[src/rtl/csc_pkg.sv]
package csc_pkg;

    localparam int NUM_EVT = 4;
    localparam int DATA_W  = 8;
    localparam int ADDR_W  = 8;

    localparam logic [ADDR_W-1:0] IDX_SLOT_CTL = 8'h03;
    localparam logic [ADDR_W-1:0] IDX_STATUS   = 8'h04;
    localparam logic [ADDR_W-1:0] IDX_EVT_CFG  = 8'h05;
    localparam logic [ADDR_W-1:0] IDX_DIAG     = 8'h93;

    // Slot control register layout
    typedef struct packed {
        logic       rsv7;
        logic       card_run;     // 0 = card in reset
        logic       card_io;      // 1 = I/O card
        logic       route_en;     // routing enable when diag gate clear
        logic [3:0] rsv_lo;
    } slot_ctl_t;

    // Event configuration register layout
    typedef struct packed {
        logic [3:0]         steer_sel;
        logic [NUM_EVT-1:0] evt_en;
    } evt_cfg_t;

    // Diagnostic register layout
    typedef struct packed {
        logic [1:0] rsv_hi;
        logic       sel_gate;     // 1 = qualify routing by zero select field
        logic [4:0] rsv_lo;
    } diag_t;

    // Status flags, bit order fixed by the status register
    typedef struct packed {
        logic det_chg;
        logic rdy_chg;
        logic bat_warn;
        logic bat_dead;
    } evt_flags_t;

    function automatic logic route_open(slot_ctl_t ctl, evt_cfg_t cfg, diag_t dg);
        if (dg.sel_gate)
            return (cfg.steer_sel == 4'b0000);
        else
            return ctl.route_en;
    endfunction

    function automatic logic any_pending(evt_flags_t st, evt_cfg_t cfg);
        return |(st & cfg.evt_en);
    endfunction

endpackage

[src/rtl/csc_edge_sync.sv]
module csc_edge_sync #(
    parameter int WIDTH  = 4,
    parameter int STAGES = 2
) (
    input  logic             clk,
    input  logic             rst,
    input  logic [WIDTH-1:0] async_in,
    output logic [WIDTH-1:0] rise
);
    localparam int LAST = STAGES - 1;

    logic [WIDTH-1:0] prev_q;

    for (genvar b = 0; b < WIDTH; b++) begin : g_bit
        logic [STAGES-1:0] chain_q;
        always_ff @(posedge clk) begin
            if (rst) begin
                chain_q <= '0;
            end else begin
                chain_q <= {chain_q[STAGES-2:0], async_in[b]};
            end
        end
        assign rise[b] = chain_q[LAST] & ~prev_q[b];

        always_ff @(posedge clk) begin
            if (rst) prev_q[b] <= 1'b0;
            else     prev_q[b] <= chain_q[LAST];
        end
    end

    // a detected edge never repeats on consecutive cycles
    a_r2_single_pulse: assert property (@(posedge clk) disable iff (rst)
        |rise |=> ((rise & $past(rise)) == '0));

endmodule

[src/rtl/csc_status_latch.sv]
module csc_status_latch
    import csc_pkg::*;
(
    input  logic       clk,
    input  logic       rst,
    input  logic [NUM_EVT-1:0] set_pulse,
    input  logic       rd_clear,
    output evt_flags_t flags
);
    logic [NUM_EVT-1:0] flags_q;
    logic [NUM_EVT-1:0] keep;

    always_comb begin
        keep = rd_clear ? '0 : flags_q;
    end

    always_ff @(posedge clk) begin
        if (rst) flags_q <= '0;
        else     flags_q <= keep | set_pulse;   // new edge wins over clear
    end

    assign flags = evt_flags_t'(flags_q);

    // flags are sticky while no read clears them
    a_r2_sticky: assert property (@(posedge clk) disable iff (rst)
        !rd_clear |=> ((flags_q & $past(flags_q)) == $past(flags_q)));

    // a read with no concurrent edge empties the register
    a_r4_clear: assert property (@(posedge clk) disable iff (rst)
        (rd_clear && set_pulse == '0) |=> (flags_q == '0));

    // a concurrent edge survives the clear
    a_r5_new_wins: assert property (@(posedge clk) disable iff (rst)
        (|set_pulse) |=> ((flags_q & $past(set_pulse)) == $past(set_pulse)));

endmodule

[src/rtl/csc_regs.sv]
module csc_regs
    import csc_pkg::*;
(
    input  logic              clk,
    input  logic              rst,
    input  logic [ADDR_W-1:0] bus_addr,
    input  logic              bus_wr,
    input  logic [DATA_W-1:0] bus_wdata,
    input  logic              bus_rd,
    output logic [DATA_W-1:0] bus_rdata,
    input  evt_flags_t        flags,
    output slot_ctl_t         slot_ctl,
    output evt_cfg_t          evt_cfg,
    output diag_t             diag,
    output logic              rd_clear
);
    logic [DATA_W-1:0] rd_mux;

    always_ff @(posedge clk) begin
        if (rst) begin
            slot_ctl <= '0;
            evt_cfg  <= '0;
            diag     <= '0;
        end else if (bus_wr) begin
            case (bus_addr)
                IDX_SLOT_CTL: slot_ctl <= slot_ctl_t'(bus_wdata);
                IDX_EVT_CFG:  evt_cfg  <= evt_cfg_t'(bus_wdata);
                IDX_DIAG:     diag     <= diag_t'(bus_wdata);
                default: ;
            endcase
        end
    end

    always_comb begin
        case (bus_addr)
            IDX_SLOT_CTL: rd_mux = slot_ctl;
            IDX_STATUS:   rd_mux = {{(DATA_W-NUM_EVT){1'b0}}, flags};
            IDX_EVT_CFG:  rd_mux = evt_cfg;
            IDX_DIAG:     rd_mux = diag;
            default:      rd_mux = '0;
        endcase
    end

    always_ff @(posedge clk) begin
        if (rst)         bus_rdata <= '0;
        else if (bus_rd) bus_rdata <= rd_mux;
    end

    assign rd_clear = bus_rd && (bus_addr == IDX_STATUS);

    // a write to an unmapped index leaves all configuration unchanged
    a_r10_unmapped_wr: assert property (@(posedge clk) disable iff (rst)
        (bus_wr && bus_addr != IDX_SLOT_CTL && bus_addr != IDX_EVT_CFG &&
         bus_addr != IDX_DIAG) |=> ($stable(slot_ctl) && $stable(evt_cfg) && $stable(diag)));

endmodule

[src/rtl/csc_irq_top.sv]
module csc_irq_top
    import csc_pkg::*;
#(
    parameter int SYNC_STAGES = 2
) (
    input  logic        clk,
    input  logic        rst,
    input  logic [3:0]  evt_in,
    input  logic [7:0]  bus_addr,
    input  logic        bus_wr,
    input  logic [7:0]  bus_wdata,
    input  logic        bus_rd,
    output logic [7:0]  bus_rdata,
    output logic        pci_irq,
    output logic        card_run,
    output logic        card_io
);
    logic [NUM_EVT-1:0] rise;
    evt_flags_t         flags;
    slot_ctl_t          slot_ctl;
    evt_cfg_t           evt_cfg;
    diag_t              diag;
    logic               rd_clear;

    csc_edge_sync #(.WIDTH(NUM_EVT), .STAGES(SYNC_STAGES)) u_sync (
        .clk      (clk),
        .rst      (rst),
        .async_in (evt_in),
        .rise     (rise)
    );

    csc_status_latch u_stat (
        .clk       (clk),
        .rst       (rst),
        .set_pulse (rise),
        .rd_clear  (rd_clear),
        .flags     (flags)
    );

    csc_regs u_regs (
        .clk       (clk),
        .rst       (rst),
        .bus_addr  (bus_addr),
        .bus_wr    (bus_wr),
        .bus_wdata (bus_wdata),
        .bus_rd    (bus_rd),
        .bus_rdata (bus_rdata),
        .flags     (flags),
        .slot_ctl  (slot_ctl),
        .evt_cfg   (evt_cfg),
        .diag      (diag),
        .rd_clear  (rd_clear)
    );

    always_ff @(posedge clk) begin
        if (rst) pci_irq <= 1'b0;
        else     pci_irq <= any_pending(flags, evt_cfg) && route_open(slot_ctl, evt_cfg, diag);
    end

    assign card_run = slot_ctl.card_run;
    assign card_io  = slot_ctl.card_io;

    // the interrupt only follows an enabled pending flag
    a_r6_cause: assert property (@(posedge clk) disable iff (rst)
        pci_irq |-> $past(|(flags & evt_cfg.evt_en)));

    // control-bit mode blocks routing when the enable is clear
    a_r7_ctl_block: assert property (@(posedge clk) disable iff (rst)
        (!diag.sel_gate && !slot_ctl.route_en) |=> !pci_irq);

    // select-gated mode blocks routing for any non-zero select
    a_r8_sel_block: assert property (@(posedge clk) disable iff (rst)
        (diag.sel_gate && evt_cfg.steer_sel != 4'b0000) |=> !pci_irq);

endmodule

[config.mk]
export PLATFORM = sky130hd
export DESIGN_NAME = csc_irq_top
export DESIGN_NICKNAME = d
export VERILOG_FILES = /design/src/rtl/csc_pkg.sv /design/src/rtl/csc_edge_sync.sv /design/src/rtl/csc_status_latch.sv /design/src/rtl/csc_regs.sv /design/src/rtl/csc_irq_top.sv
export SDC_FILE = /design/constraint.sdc
export NUM_CORES = 1
export LEC_CHECK = 0
export ABC_AREA = 1
export BUFFER_PORTS_ARGS = -buffer_cell sky130_fd_sc_hd__clkbuf_2
export CAP_MARGIN = 20
export CORE_MARGIN = 10
export CORE_UTILIZATION = 50
export CTS_BUF_LIST = sky130_fd_sc_hd__clkbuf_8
export DETAILED_ROUTE_END_ITERATION = 8
export GPL_ROUTABILITY_DRIVEN = 0
export PLACE_DENSITY_LB_ADDON = 0.12
export SYNTH_ARGS = -nofsm -noshare
export SYNTH_HDL_FRONTEND = slang
export SYNTH_HIERARCHICAL = 1
export SYNTH_SLANG_ARGS = --single-unit
[constraint.sdc]
create_clock -name clk -period 0.9 [get_ports clk]
set_input_delay 0.09 -clock clk [delete_from_list [all_inputs] [get_ports clk]]
set_output_delay 0.09 -clock clk [all_outputs]
set_load 0.01 [all_outputs]
After elaboration in Yosys (flattened, before gate mapping)
Cells that the tools add are included.
{"block": "totals", "elab_cells": 46, "output_inout_bits": 11, "ff_bits": 49, "input_bits": 24}
{"block": "op_classes", "n_mux": 4, "reduce_logical": 7, "n_bitwise": 10, "eq_ne": 4}
{"op": "$pmux W8 S4", "n": 1}
{"op": "$eq A8 B3 Y1 const B", "n": 2}
{"op": "$eq A8 B2 Y1 const B", "n": 1}
{"op": "$eq A8 B8 Y1 const B", "n": 1}
{"op": "$reduce_and A2 Y1", "n": 3}
{"op": "$and A1 B1 Y1", "n": 4}
{"op": "$and A4 B4 Y4", "n": 1}
{"op": "$logic_not A4 Y1", "n": 1}
{"op": "$mux W4", "n": 1}
{"op": "$not A1 Y1", "n": 4}
{"op": "$or A4 B4 Y4", "n": 1}
{"op": "$reduce_or A4 Y1", "n": 1}
{"op": "$logic_and A1 B1 Y1", "n": 2}
{"op": "$mux W1", "n": 2}

Logic depth before layout (Yosys ltp)
{"block": "depth", "ltp_word": 4, "ltp_mapped": 9, "ltp_nobuf": 8}

Cells and area by module
Netlist, hierarchy kept.
{"mod": "csc_regs", "seq_area_each_um2": 640.6, "instances": 1, "cells_each": 208, "area_per_inst_um2": 1555.2}
{"mod": "csc_edge_sync", "seq_area_each_um2": 240.2, "instances": 1, "cells_each": 41, "area_per_inst_um2": 356.6}
{"mod": "csc_status_latch", "seq_area_each_um2": 80.1, "instances": 1, "cells_each": 17, "area_per_inst_um2": 133.9}
{"mod": "csc_irq_top", "seq_area_each_um2": 20.0, "instances": 1, "cells_each": 14, "area_per_inst_um2": 76.3}

Least setup slack after synthesis
No wires, ideal clock.
{"block": "synth_path", "path_kind": "input -> register", "start": "input bus_addr[6]", "end": "register u_regs.bus_rdata[5]", "n_path_buf": 1, "setup_ps": 68, "path_slack_ps": -62, "t_arrival_ps": 895, "stages": 9, "required_time_ps": 832, "cell_sequence": "inv_2 > nand2_4 > nor2_8 > and2_4 > buf_6 > nand2_2 > nand3_2 > nand2_1 > a21oi_2"}
{"block": "synth_between", "elab_chain_cells": 2, "word_cells_on_any_way": 5, "cone_classes": "4 x eq/ne; 1 x mux"}
{"item": "from (decl)", "line": "csc_irq_top.sv:9", "source": "input logic [7:0] bus_addr,"}
{"item": "$eq A8 B8 Y1, or another cell as far along", "line": "csc_regs.sv:35", "source": "case (bus_addr)"}
{"item": "$pmux W8 S4 *", "line": "csc_regs.sv:35"}
{"item": "to (signal assigned)", "line": "csc_regs.sv:46", "source": "else if (bus_rd) bus_rdata <= rd_mux;"}
{"item": "to (decl)", "line": "csc_regs.sv:10", "source": "output logic [DATA_W-1:0] bus_rdata,"}
Mark *: on every way between the ends. The rest lies on a longest branch, timed or not.
A chain may end at the register's enable or synchronous reset.

Worst setup path in the final report
{"block": "layout_path", "start": "register, netlist name u_regs/slot_ctl[5]", "end": "output card_io"}
{"item": "to (decl)", "line": "csc_irq_top.sv:16", "source": "output logic card_io"}
No word-level cell between the ends.

==> metrics.txt <==
Non-Filler Instances=391; fin. max-slew vios=0; Final Power=3.87 mW; clock network latency to the later pin of the worst-skew pair=0.30 ns; maximum vdd drop=1.11 mV; Syn-to-layout area delta=27.4%; Worst Path Buf+Inv=1; setup_tns=0 ns; Setup Skew=0.00827 ns; Top Ports=35; final WL=4950 um; Hold WC Path Type=input pin to flop; placed instance area=0.00253 mm2; PwrDens=1430 mW/mm2; first-pass GRT wire length=8380 um; final antenna diode count=0; design area=0.00270 mm2; largest net degree at the start of global routing=22; RSZ-0062 raised after global routing=true; Routed Antenna Nets=0; sequential cell area fraction in the yosys report=46.2%; Least-Margin Pin Slew=0.192 ns; Syn. warnings=6; routed len/inst=12.6 um; clock tree buffer depth=2; Worst-path clk slew=0.10 ns; synth cell count leaders=nand2_1, dfxtp_1, nand3_1; DP Worst Slack=-0.306 ns; initial antenna violation count=0; Crit path arrival time=0.79 ns; vias per cell=4.88; Starting Density=52.3%; Rows=23; Hold Slack=0.0461 ns; first-pass iteration count of the detailed router=4; critical path's slowest cell=dfxtp_4; CP startpoint kind=flop; status=finished, final reports clean; Final min period=0.878 ns; layout cell share with drive strength beyond 1=32.0%; capturing element type of the critical path=primary output; Critical Path Max Stage Delay=0.37 ns; fin util=66.6%; Num CTS Buffers=5; vias post-DR=1909; number of global-route vias before repair=1869; critical path class=flop to primary output; most common cell in the synthesized netlist=nand2_1; Die H=85.1 um; Area contributors post-synth=dfxtp_1, nand2_1, nand3_1, a21oi_1, inv_1; Final setup violation count=0; Worst Path Max Fanout=3; Global Route Usage Sum=13.8%; Inst Count DP=379; final hold violations=0; detailed placement HPWL=3790 um; Distinct cells, synth=26; Final #Nets=364; overflow left after global routing=0; Syn Std Cell Area=0.00212 mm2; Final WS setup=0.0216 ns; H-tree levels=2; critical path required time=0.81 ns; Max-Cap Viols=0; DIE WIDTH=85.1 um; share of the synthesized area in the top cell type=46.2%; Top FF cell, synth=dfxtp_1; CTS tree=yes; fmax=1140 MHz; cells after synthesis=280; Setup Buffers After CTS=0; Slew HR=87.1%; Leak=1.16 nW; Avg Cell Area, Syn=7.58 um2; core footprint=0.00406 mm2; fin crit share=97.6%; Die Area=0.00725 mm2; crit path cell chain=buf_6; CTS root buffer=clkbuf_8; # DRC=0; Async SR Flop Fraction=0%; clock sinks=49; EDFF count, synth=0; Worst path top cell family by delay=flip-flops; post-synthesis net count=304; 1st-iter DRT viols=104; largest area contributor in the netlist=dfxtp_1; #FFs+latches synth=49; Port Buffers=34
==> sequential cells by signal, indices dropped and copies added, names as in the netlist <==
register,count
pci_irq,1
u_regs/bus_rdata,8
u_regs/diag,8
u_regs/evt_cfg,8
u_regs/slot_ctl,8
u_stat/flags,4
u_sync/g_bit.chain_q,8
u_sync/prev_q,4
==> cells by family after synthesis <==
group           share of synthesized area (%)
buf+inv                                  10.1
simple gates                             33.3
flops                                    46.2
compound gates                           10.4
==> final timing paths <==
check | to | from | slack [ns] | cells after the start
worst min register to register | u_sync/g_bit[0].chain_q[1] | u_sync/g_bit[0].chain_q[0] | 0.40 | 2
worst min-delay path | u_regs/slot_ctl[5] | bus_wdata[5] | 0.05 | 3
worst max register to register | u_regs/bus_rdata[4] | u_regs/slot_ctl[4] | 0.07 | 4
worst max-delay path | card_io | u_regs/slot_ctl[5] | 0.02 | 1
==> per-layer routing <==
layer / up-vias / global-route usage (%) / wire length (um)
met5: - / 0 / 0
met4: 0 / 5.39 / 48
met3: 5 / 4.11 / 277
met2: 33 / 20.7 / 2200
met1: 843 / 18.1 / 2420
li1: 1028 / - / -
==> cell type report <==
| type | instances | area [um2] |
|---|---|---|
| fillers | 386 | 1350 |
| clock buffers | 5 | 68.8 |
| inverters | 27 | 134 |
| repair buffers | 65 | 454 |
| flip-flops and latches | 49 | 995 |
| multi-input cells | 192 | 965 |
| well taps | 50 | 62.6 |
| clock inverters | 3 | 25.0 |
==> what timing repair did <==
item	CTS	global route
endpoints found under the hold margin	4	0
setup endpoints to repair	2	36
hold buffers	4	0
resized for setup	2	18
pin swaps	0	3
==> power by group <==
part | internal, mW | switching [mW]
Clock | 0.562 | 0.757
Combinational | 0.147 | 0.193
Sequential | 2.20 | 0.0134
==> cell usage in the layout (no fill, tap or decap) <==
master / Yosys / layout
a21oi_1: 34 / 33
clkinv_1: 1 / 1
clkbuf_4: 0 / 1
nand3_1: 35 / 34
inv_8: 0 / 1
clkbuf_8: 3 / 5
clkinv_4: 0 / 2
nor2_8: 1 / 1
clkinvlp_4: 0 / 1
inv_2: 2 / 3
nor2_1: 22 / 21
buf_4: 0 / 23
inv_4: 0 / 1
nand3_2: 3 / 4
o21ai_0: 2 / 1
buf_12: 0 / 2
clkinv_2: 2 / 1
nor2_2: 1 / 2
nand2_4: 1 / 1
dfxtp_2: 0 / 8
and2_4: 1 / 1
inv_6: 0 / 1
nand2_8: 0 / 1
inv_1: 22 / 18
buf_6: 3 / 3
o21ai_1: 3 / 4
dfxtp_1: 49 / 40
a21oi_2: 2 / 3
nand2_1: 72 / 67
nand2_2: 3 / 7
dlygate4sd3_1: 0 / 4
clkbuf_2: 0 / 32
inv_16: 0 / 1
dfxtp_4: 0 / 1
a21boi_0: 1 / 1
nor2_4: 3 / 3
nand4_1: 8 / 8
Note: power is estimated with default switching activity, not from simulation.
